### src/rtl/dcoctl_pkg.sv
// Shared definitions for the oscillator control word block.
package dcoctl_pkg;

    // Exponent adjustment requested by the stage accumulator.
    typedef enum logic [1:0] {
        ADJ_NONE = 2'd0,
        ADJ_UP   = 2'd1,
        ADJ_DOWN = 2'd2
    } adj_e;

endpackage

### src/rtl/dcoctl_stage_acc.sv
// Stage word accumulator.
// Adds a signed loop step to the stage word. On an overflow out of the top
// it either wraps and asks for an exponent increment, or clamps to all ones
// when the exponent is at its ceiling. Underflow is handled the same way
// toward zero.
// Assumes STEP_W <= STAGE_W + 1, so a single step can cross at most one
// boundary.
module dcoctl_stage_acc
    import dcoctl_pkg::*;
#(
    parameter int STAGE_W = 8,
    parameter int STEP_W  = 6
) (
    input  logic               clk,
    input  logic               rst_n,
    input  logic               upd_valid,
    input  logic [STEP_W-1:0]  upd_step,
    input  logic               exp_at_max,
    input  logic               exp_at_min,
    output logic [STAGE_W-1:0] stage_q,
    output adj_e               adj
);

    localparam int EXT_W = STAGE_W + 2;

    logic [EXT_W-1:0]   sum_x;
    logic               ovf_up;
    logic               ovf_dn;
    logic [STAGE_W-1:0] stage_d;

    // Extended-width sum of the current word and the sign-extended step.
    always_comb begin
        sum_x = {2'b00, stage_q} + {{(EXT_W-STEP_W){upd_step[STEP_W-1]}}, upd_step};
    end

    // Classify the sum: above the top, below zero, or in range.
    always_comb begin
        ovf_dn = sum_x[EXT_W-1];
        ovf_up = !sum_x[EXT_W-1] && sum_x[STAGE_W];
    end

    // Choose the next stage word and the exponent request.
    always_comb begin
        stage_d = stage_q;
        adj     = ADJ_NONE;
        if (upd_valid) begin
            if (ovf_up) begin
                if (exp_at_max) begin
                    stage_d = '1;
                end else begin
                    stage_d = sum_x[STAGE_W-1:0];
                    adj     = ADJ_UP;
                end
            end else if (ovf_dn) begin
                if (exp_at_min) begin
                    stage_d = '0;
                end else begin
                    stage_d = sum_x[STAGE_W-1:0];
                    adj     = ADJ_DOWN;
                end
            end else begin
                stage_d = sum_x[STAGE_W-1:0];
            end
        end
    end

    // Stage word register.
    always_ff @(posedge clk) begin
        if (!rst_n) begin
            stage_q <= '0;
        end else begin
            stage_q <= stage_d;
        end
    end

endmodule

### src/rtl/dcoctl_exp_reg.sv
// Divider exponent register.
// Moves by one step in response to the accumulator's request and saturates
// at 0 and EXP_MAX. It also reports whether either limit is reached, so
// that the accumulator can clamp the stage word instead.
// Assumes EXP_MAX fits in EXP_W bits.
module dcoctl_exp_reg
    import dcoctl_pkg::*;
#(
    parameter int EXP_W   = 4,
    parameter int EXP_MAX = 9
) (
    input  logic             clk,
    input  logic             rst_n,
    input  adj_e             adj,
    output logic [EXP_W-1:0] exp_q,
    output logic             at_max,
    output logic             at_min
);

    localparam logic [EXP_W-1:0] EXP_TOP = EXP_W'(EXP_MAX);

    // Limit flags that the accumulator uses.
    always_comb begin
        at_max = (exp_q >= EXP_TOP);
        at_min = (exp_q == '0);
    end

    // Exponent update, saturating at both ends.
    always_ff @(posedge clk) begin
        if (!rst_n) begin
            exp_q <= '0;
        end else begin
            unique case (adj)
                ADJ_UP:   if (!at_max) exp_q <= exp_q + EXP_W'(1);
                ADJ_DOWN: if (!at_min) exp_q <= exp_q - EXP_W'(1);
                default:  exp_q <= exp_q;
            endcase
        end
    end

endmodule

### src/rtl/dcoctl_pow2_div.sv
// Power-of-two enable divider.
// A free-running counter advances on each input enable. When it reaches
// 2^exp - 1, the same enable is passed to the output and the counter wraps.
// A requested exponent is latched only at a wrap, so every output period is
// complete. Requested codes above EXP_MAX are treated as EXP_MAX.
// Assumes EXP_MAX >= 1.
module dcoctl_pow2_div #(
    parameter int EXP_W   = 4,
    parameter int EXP_MAX = 9
) (
    input  logic             clk,
    input  logic             rst_n,
    input  logic [EXP_W-1:0] exp_req,
    input  logic             in_en,
    output logic             out_en
);

    localparam int CNT_W = (EXP_MAX < 1) ? 1 : EXP_MAX;
    localparam logic [EXP_W-1:0] EXP_TOP = EXP_W'(EXP_MAX);

    logic [EXP_W-1:0] req_clamped;
    logic [EXP_W-1:0] cur_exp;
    logic [CNT_W-1:0] cnt_q;
    logic [CNT_W-1:0] mask;
    logic             wrap;

    // Clamp out-of-range exponent codes to the ceiling.
    always_comb begin
        req_clamped = (exp_req > EXP_TOP) ? EXP_TOP : exp_req;
    end

    // Terminal count mask: the low cur_exp bits set.
    for (genvar gi = 0; gi < CNT_W; gi++) begin : g_mask
        assign mask[gi] = (cur_exp > EXP_W'(gi));
    end

    // The last enable of a period wraps the counter and is passed through.
    always_comb begin
        wrap   = in_en && (cnt_q == mask);
        out_en = wrap;
    end

    // Counter and active exponent, which is reloaded only at a wrap.
    always_ff @(posedge clk) begin
        if (!rst_n) begin
            cnt_q   <= '0;
            cur_exp <= '0;
        end else if (in_en) begin
            if (wrap) begin
                cnt_q   <= '0;
                cur_exp <= req_clamped;
            end else begin
                cnt_q <= cnt_q + CNT_W'(1);
            end
        end
    end

endmodule

### src/rtl/dcoctl_top.sv
// Oscillator frequency control word with carry-linked divider exponent.
// The loop filter adjusts only the stage word. Overflow and underflow of
// that word step the exponent, which in turn sets the power-of-two ratio
// applied to the oscillator enable stream.
// Assumes the step is narrower than the stage word plus one bit, and that
// COARSE_W < STAGE_W.
module dcoctl_top
    import dcoctl_pkg::*;
#(
    parameter int STAGE_W  = 8,
    parameter int COARSE_W = 3,
    parameter int STEP_W   = 6,
    parameter int EXP_W    = 4,
    parameter int EXP_MAX  = 9
) (
    input  logic                        clk,
    input  logic                        rst_n,
    input  logic                        lf_valid,
    input  logic [STEP_W-1:0]           lf_step,
    input  logic                        osc_en,
    output logic [STAGE_W-1:0]          stage_word,
    output logic [COARSE_W-1:0]         coarse_sel,
    output logic [STAGE_W-COARSE_W-1:0] fine_cnt,
    output logic [EXP_W-1:0]            div_exp,
    output logic                        div_en
);

    localparam int FINE_W = STAGE_W - COARSE_W;

    adj_e adj;
    logic exp_at_max;
    logic exp_at_min;

    dcoctl_stage_acc #(
        .STAGE_W (STAGE_W),
        .STEP_W  (STEP_W)
    ) acc_i (
        .clk        (clk),
        .rst_n      (rst_n),
        .upd_valid  (lf_valid),
        .upd_step   (lf_step),
        .exp_at_max (exp_at_max),
        .exp_at_min (exp_at_min),
        .stage_q    (stage_word),
        .adj        (adj)
    );

    dcoctl_exp_reg #(
        .EXP_W   (EXP_W),
        .EXP_MAX (EXP_MAX)
    ) exp_i (
        .clk    (clk),
        .rst_n  (rst_n),
        .adj    (adj),
        .exp_q  (div_exp),
        .at_max (exp_at_max),
        .at_min (exp_at_min)
    );

    dcoctl_pow2_div #(
        .EXP_W   (EXP_W),
        .EXP_MAX (EXP_MAX)
    ) div_i (
        .clk     (clk),
        .rst_n   (rst_n),
        .exp_req (div_exp),
        .in_en   (osc_en),
        .out_en  (div_en)
    );

    // Split the stage word for the fine-adjust sequencer.
    always_comb begin
        coarse_sel = stage_word[STAGE_W-1:FINE_W];
        fine_cnt   = stage_word[FINE_W-1:0];
    end

endmodule

### config.mk
export PLATFORM = sky130hd
export DESIGN_NAME = dcoctl_top
export DESIGN_NICKNAME = d
export VERILOG_FILES = /design/src/rtl/dcoctl_pkg.sv /design/src/rtl/dcoctl_stage_acc.sv /design/src/rtl/dcoctl_exp_reg.sv /design/src/rtl/dcoctl_pow2_div.sv /design/src/rtl/dcoctl_top.sv
export SDC_FILE = /design/constraint.sdc
export NUM_CORES = 1
export LEC_CHECK = 0
export ABC_AREA = 1
export BUFFER_PORTS_ARGS = -buffer_cell sky130_fd_sc_hd__buf_2
export CAP_MARGIN = 20
export CORE_MARGIN = 2
export CORE_UTILIZATION = 45
export DETAILED_ROUTE_END_ITERATION = 6
export PLACE_DENSITY_LB_ADDON = 0.15
export SYNTH_ARGS = -nofsm -noshare
export SYNTH_HDL_FRONTEND = slang
export SYNTH_HIERARCHICAL = 1
export SYNTH_SLANG_ARGS = --single-unit
### constraint.sdc
create_clock -name clk -period 3 [get_ports clk]
set_input_delay 0.3 -clock clk [delete_from_list [all_inputs] [get_ports clk]]
set_output_delay 0.3 -clock clk [all_outputs]
set_load 0.01 [all_outputs]
* Word-level counts from Yosys, hierarchy flattened
Index checks and enable logic that the tools add are counted.
** Operators by class
- Add/sub/neg operators :: 4
- Multipliers :: 0
- Divide/modulo/power cells :: 0
- $lt $le $gt $ge :: 11
- Eq/ne operators :: 5
- Shift-type cells :: 0
- Muxes and demuxes :: 14
- Bitwise logic cells :: 0
- Reductions and logical operators :: 7
** Operator list (number)
- 2-to-1 mux 8 bit :: 4
- > comparator 4 x 3 -> 1 bit (second input constant) :: 4
- 2-to-1 mux 4 bit :: 3
- adder 9 x 6 -> 10 bit :: 1
- adder 9 x 1 -> 9 bit (second input constant) :: 1
- == test 9 bit :: 1
- 2-to-1 mux 9 bit :: 1
- > comparator 4 x 1 -> 1 bit (second input constant) :: 2
- > comparator 4 x 2 -> 1 bit (second input constant) :: 2
- > comparator 4 bit (second input constant) :: 2
- 2-to-1 mux 2 bit :: 4
- one-hot mux 4 bit (2 select lines) :: 1
- adder 4 x 1 -> 4 bit (second input constant) :: 1
- greater-or-equal comparator 4 bit (second input constant) :: 1
- zero test 4 bit :: 1
- != test 2 bit (second input constant) :: 2
- subtractor 4 x 1 -> 4 bit (second input constant) :: 1
- AND reduction 3 bit :: 1
- == test 2 x 1 -> 1 bit (second input constant) :: 1
- == test 2 bit (second input constant) :: 1
- logical AND 1 bit :: 2
- AND reduction 2 bit :: 1
- nonzero test 2 bit :: 1
- zero test 1 bit :: 1
- 2-to-1 mux 1 bit :: 1
** Word-level totals
- Register bits :: 25
- Latch bits :: 0
- Bits in writable memories :: 0
- Bits in read-only memories :: 0
- Bits of input ports :: 10
- Output and inout bits :: 21
- Memories kept :: 0

* Logic depth before layout (Yosys ltp)
- Depth in word-level cells :: 8
- Gate-level depth with buffers :: 25
- Gate-level depth less buffers :: 25

* Modules after synthesis
The synthesis kept the hierarchy.
** By module, submodules not included
- dcoctl_pow2_div :: times used 1, cells an instance 160, area each 947.2 um2, seq. area each 260.2 um2
- dcoctl_stage_acc :: times used 1, cells an instance 151, area each 903.4 um2, seq. area each 160.2 um2
- dcoctl_exp_reg :: times used 1, cells an instance 69, area each 387.9 um2, seq. area each 80.1 um2
- dcoctl_top :: times used 1, cells an instance 8, area each 60.1 um2, seq. area each 0.0 um2

* Worst setup path after synthesis
Ideal clock, no wire load.
- Kind :: register to register
- Start point :: reg acc_i.stage_q[0]
- End point :: reg exp_i.exp_q[2]
- Setup time :: 0.111 ns
- Arrival :: 2.577 ns
- Data required time :: 2.889 ns
- Slack :: 0.312 ns
- Stages on the path, launching flop included :: 24
- Clock period less this slack :: 2.688 ns
- Cell sequence :: dfxtp_1 -> ha_1 -> fa_1 -> nand3_1 -> nand3_1 -> nand2_1 -> nand2_1 -> nand2_1 -> nand2_1 -> inv_2 -> nand3_4 -> nor2_1 -> inv_2 -> nand2_2 -> nand2_1 -> nand2_1 -> inv_1 -> ha_1 -> inv_2 -> nand2_1 -> nand2_1 -> nand2_1 -> nor2_1 -> nor2_1
** Between the ends
- Cells in the longest elaborated chain, start to end :: 8
- Elaborated cells between the ends (all ways) :: 13
- Classes of those cells :: add/sub (1); eq/ne (4); mux (4); reduce/logical (4)
** Ends and longest elaborated chain
- from (decl) :: line dcoctl_stage_acc.sv:20 : output logic [STAGE_W-1:0] stage_q,
- from (signal assigned) :: line dcoctl_stage_acc.sv:72 : stage_q <= stage_d;
- adder 9 x 6 -> 10 bit * :: line dcoctl_stage_acc.sv:33 : sum_x = {2'b00, stage_q} + {{(EXT_W-STEP_W){upd_step[STEP_W-1]}}, upd_step};
- zero test 1 bit :: line dcoctl_stage_acc.sv:39 : ovf_up = !sum_x[EXT_W-1] && sum_x[STAGE_W];
- logical AND 1 bit :: line dcoctl_stage_acc.sv:39
- 2-to-1 mux 2 bit * :: line dcoctl_stage_acc.sv:47 : if (ovf_up) begin
- 2-to-1 mux 2 bit * :: line dcoctl_stage_acc.sv:46 : if (upd_valid) begin
- net adj[0] :: line dcoctl_top.sv:30 : adj_e adj;
- == test 2 x 1 -> 1 bit or == test 2 bit (tied branches) :: line dcoctl_exp_reg.sv:33 : unique case (adj)
- != test 2 bit (no source line) or nonzero test 2 bit (tied branches)
- AND reduction 3 bit (no source line)
- to (signal assigned) :: line dcoctl_exp_reg.sv:34 : ADJ_UP: if (!at_max) exp_q <= exp_q + EXP_W'(1);
- to (signal assigned) :: line dcoctl_exp_reg.sv:35 : ADJ_DOWN: if (!at_min) exp_q <= exp_q - EXP_W'(1);
- to (signal assigned) :: line dcoctl_exp_reg.sv:36 : default: exp_q <= exp_q;
- to (decl) :: line dcoctl_exp_reg.sv:15 : output logic [EXP_W-1:0] exp_q,
Mark *: on every way through the listed nets, which the timed path passes. The rest lies on a longest branch.
A chain may end at the register's enable or synchronous reset.

* Worst setup path after layout
Same ends and word-level chain as after synthesis.

==> impl_results.md <==
* Status: finished clean
* Max stage delay on crit path at 0.38 ns
* Switch Pwr at 0.925 mW
* Max VDD drop at 383 uV
* Yosys warnings at 6
* Iteration count of the initial detailed-routing pass at 4
* Largest net degree at the start of global routing at 20
* Die Y-Extent at 75.5 um
* Worst Path Required at 3.18 ns
* LEAKAGE at 1.46 nW
* Critical-path top delay cell: fa_2
* Critical path's top delay family: simple AND/OR/NAND/NOR gates
* Setup tns final at 0 ns
* Antenna viol nets, final at 0
* Synth cell types at 28
* Routed len/inst at 10.4 um
* Final Max Tran Viols at 0
* Initial antenna violation count at 0
* Worst Skew at 0.00941 ns
* Drt total wl at 5010 um
* Initial Util at 45.9%
* Crit path DAT at 2.82 ns
* Synth Register Bits at 25
* Worst-Skew Late Latency at 0.27 ns
* Hold Vio Cnt, Final at 0
* Post-Route Utilization at 50.3%
* 1st-iter DRT viols at 120
* First-pass GRT wire length at 8560 um
* Critical-path cell list: ha_1, fa_2, nand3_1, nand3_1, nand2_1, nand2_1, nand2_1, nand2_1, inv_2, nand3_4, nor2_2, inv_2, nand2_2, nand2_1, nand2_1, inv_1, ha_1, inv_2, nand2_1, nand2_1, nand2_1, nor2_1, nor2_1
* Inserted Diodes at 0
* Async SR Flop Fraction at 0%
* Clock power frac at 11.4%
* Crit path buf inv count at 4
* Postcts setup bufs at 0
* Max-Cap Viols at 0
* Max clock buf depth at 2
* CTS clk-pin slew, worst paths at 0.10 ns
* Cells after Synth at 388
* Synth top area cells: dfxtp_1 22%, nand2_1 20%, inv_1 9.0%, nand3_1 8.9%, nor2_1 8.2%
* Synth top area share at 21.8%
* H-tree depth at 1
* CTS root buf: clkbuf_8
* Hold_buf cts at 0
* DIE WIDTH at 75.5 um
* Pwr Density at 721 nW/um2
* CTS tree: done
* Max Clk Rate at 379 MHz
* Post-CTS sizing at 0
* Post-synth EDFFs at 0
* Smallest hold slack at 0.389 ns
* Synthesized cell area at 2300 um2
* Num CTS Buffers at 3
* Tcrit/Tclk final at 87.8%
* Setup repair after global routing missed its margin: no
* Flop pwr share at 26.1%
* Switching Fraction at 50.9%
* Layout cells sized above 1 at 18.6%
* Internal at 0.891 mW
* Synthesis-to-layout area growth at 9.58%
* CP Launch Type: flop
* Core area at 5010 um2
* Congestion Overflow GR at 0
* Min cycle time layout at 2.64 ns
* Max_slew headroom at 75.4%
* Tightest Pin Transition at 0.369 ns
* Nets@finish at 436
* Crit path kind: flop to flop
* Port Buf Inserts at 30
* GRT Total Usage at 19.0%
* Die ar. at 5700 um2
* Hold Crit Class: primary input to flop
* CP max FO at 5
* Combinational share of power at 62.5%
* Dpl hpwl at 3910 um
* Clk sink count at 25
* I/O pin cnt at 31
* Via density at 4.64
* Yosys top cell by area: dfxtp_1
* Post-route DRC at 0
* GP Congestion at 0.884
* Nature of the critical path endpoint: flop
* Most used DFF post-synth: dfxtp_1
* Synthesized area per cell at 5.92 um2
* Final-report setup violation count at 0
* Post-synthesis sequential area ratio at 21.8%
* Syn nets at 410
* Vias in the first global route at 1928
* Row Count at 26
* DR vias at 2243
* Critical path's most frequent cell: nand2_1
-- cell usage after synthesis, types with 2 or more instances --
cell and n:
nor3_1 3, xor2_1 7, nor2_1 50, nand4_1 10, buf_4 8, xnor2_1 2, nand3_2 4, ha_1 11
nand3b_1 4, dfxtp_1 25, nand2_4 2, inv_2 8, o21ai_0 2, nand2_2 14, nor2_4 2, nand3_1 41
a21oi_1 3, inv_1 55, nor2_2 7, nand2_1 122
-- metrics by stage --
step           power (mW)  cell area, um2  setup WS [ns]  cells
2_1_floorplan        1.41            2300          0.312    388
3_3_place_gp         1.60            2470          0.249    479
3_5_place_dp         1.61            2470          0.165    479
4_1_cts              1.83            2510          0.231    483
5_1_grt              2.01            2520         0.0137    483
6_report             1.82            2520          0.365    483
-- kinds of logic after synthesis --
logic type | Yosys count | synth area share, %
flops | 25 | 21.8
fa+ha+maj | 12 | 6.86
compound gates | 6 | 1.47
simple gates | 262 | 52.6
xor+xnor | 9 | 3.43
buf+inv | 74 | 13.9
-- cell usage in the layout, fill, tap and decap left out, drive strengths merged --
cell      n
xnor2     2
ha       11
nand4    10
clkbuf    4
nor2     59
nor2b     1
nand3b    4
nand3    46
o21ai     2
xor2      7
a21oi     4
dfxtp    25
nand2   138
buf      32
fa        1
inv      63
nor3      4
-- state kept, by name (all words and copies together), names as in the netlist --
signal,flops
div_i/cnt_q,9
acc_i/stage_q,8
exp_i/exp_q,4
div_i/cur_exp,4
-- metal layers --
| metal | vias up | GRT usage (%) | wire length (um) |
|---|---|---|---|
| met3 | 2 | 3.31 | 168 |
| met4 | 0 | 2.34 | 22 |
| met1 | 970 | 28.4 | 2760 |
| li1 | 1242 | - | - |
| met2 | 29 | 29.4 | 2050 |
| met5 | - | 0 | 0 |
-- power by group through the flow --
stage | sequential, mW | combinational, mW | clock [mW]
2_1_floorplan | 0.478 | 0.933 | 0
3_3_place_gp | 0.480 | 1.12 | 0
3_5_place_dp | 0.481 | 1.13 | 0
4_1_cts | 0.474 | 1.13 | 0.221
5_1_grt | 0.487 | 1.30 | 0.223
6_report | 0.475 | 1.14 | 0.206
-- area by class of cell --
| cell class | instances | area, um2 |
|---|---|---|
| clock buffers | 4 | 45.0 |
| flip-flops and latches | 25 | 500 |
| multi-input cells | 289 | 1480 |
| well taps | 70 | 87.6 |
| fillers | 558 | 2490 |
| inverters | 63 | 236 |
| repair buffers | 32 | 165 |
-- path summary, 6_finish.rpt --
check             cells after the start  slack, ns        startpoint             end
setup / recovery                     23       0.36  acc_i/stage_q[0]  exp_i/exp_q[2]
hold / removal                        4       0.39            osc_en  div_i/cnt_q[1]
setup reg to reg                     23       0.36  acc_i/stage_q[0]  exp_i/exp_q[2]
hold reg to reg                       2       0.53    div_i/cnt_q[1]  div_i/cnt_q[1]
-- worst reg2reg max path: stages (launching register included) --
cell     delay (ns)
dfxtp_1        0.35
ha_1           0.24
fa_2           0.38
nand3_1        0.09
nand3_1        0.10
nand2_1        0.09
nand2_1        0.05
nand2_1        0.05
nand2_1        0.05
inv_2          0.08
nand3_4        0.09
nor2_2         0.13
inv_2          0.08
nand2_2        0.11
nand2_1        0.06
nand2_1        0.05
inv_1          0.04
ha_1           0.18
inv_2          0.04
nand2_1        0.05
nand2_1        0.06
nand2_1        0.05
nor2_1         0.08
nor2_1         0.04
Note: power is estimated with default switching activity, not from simulation.
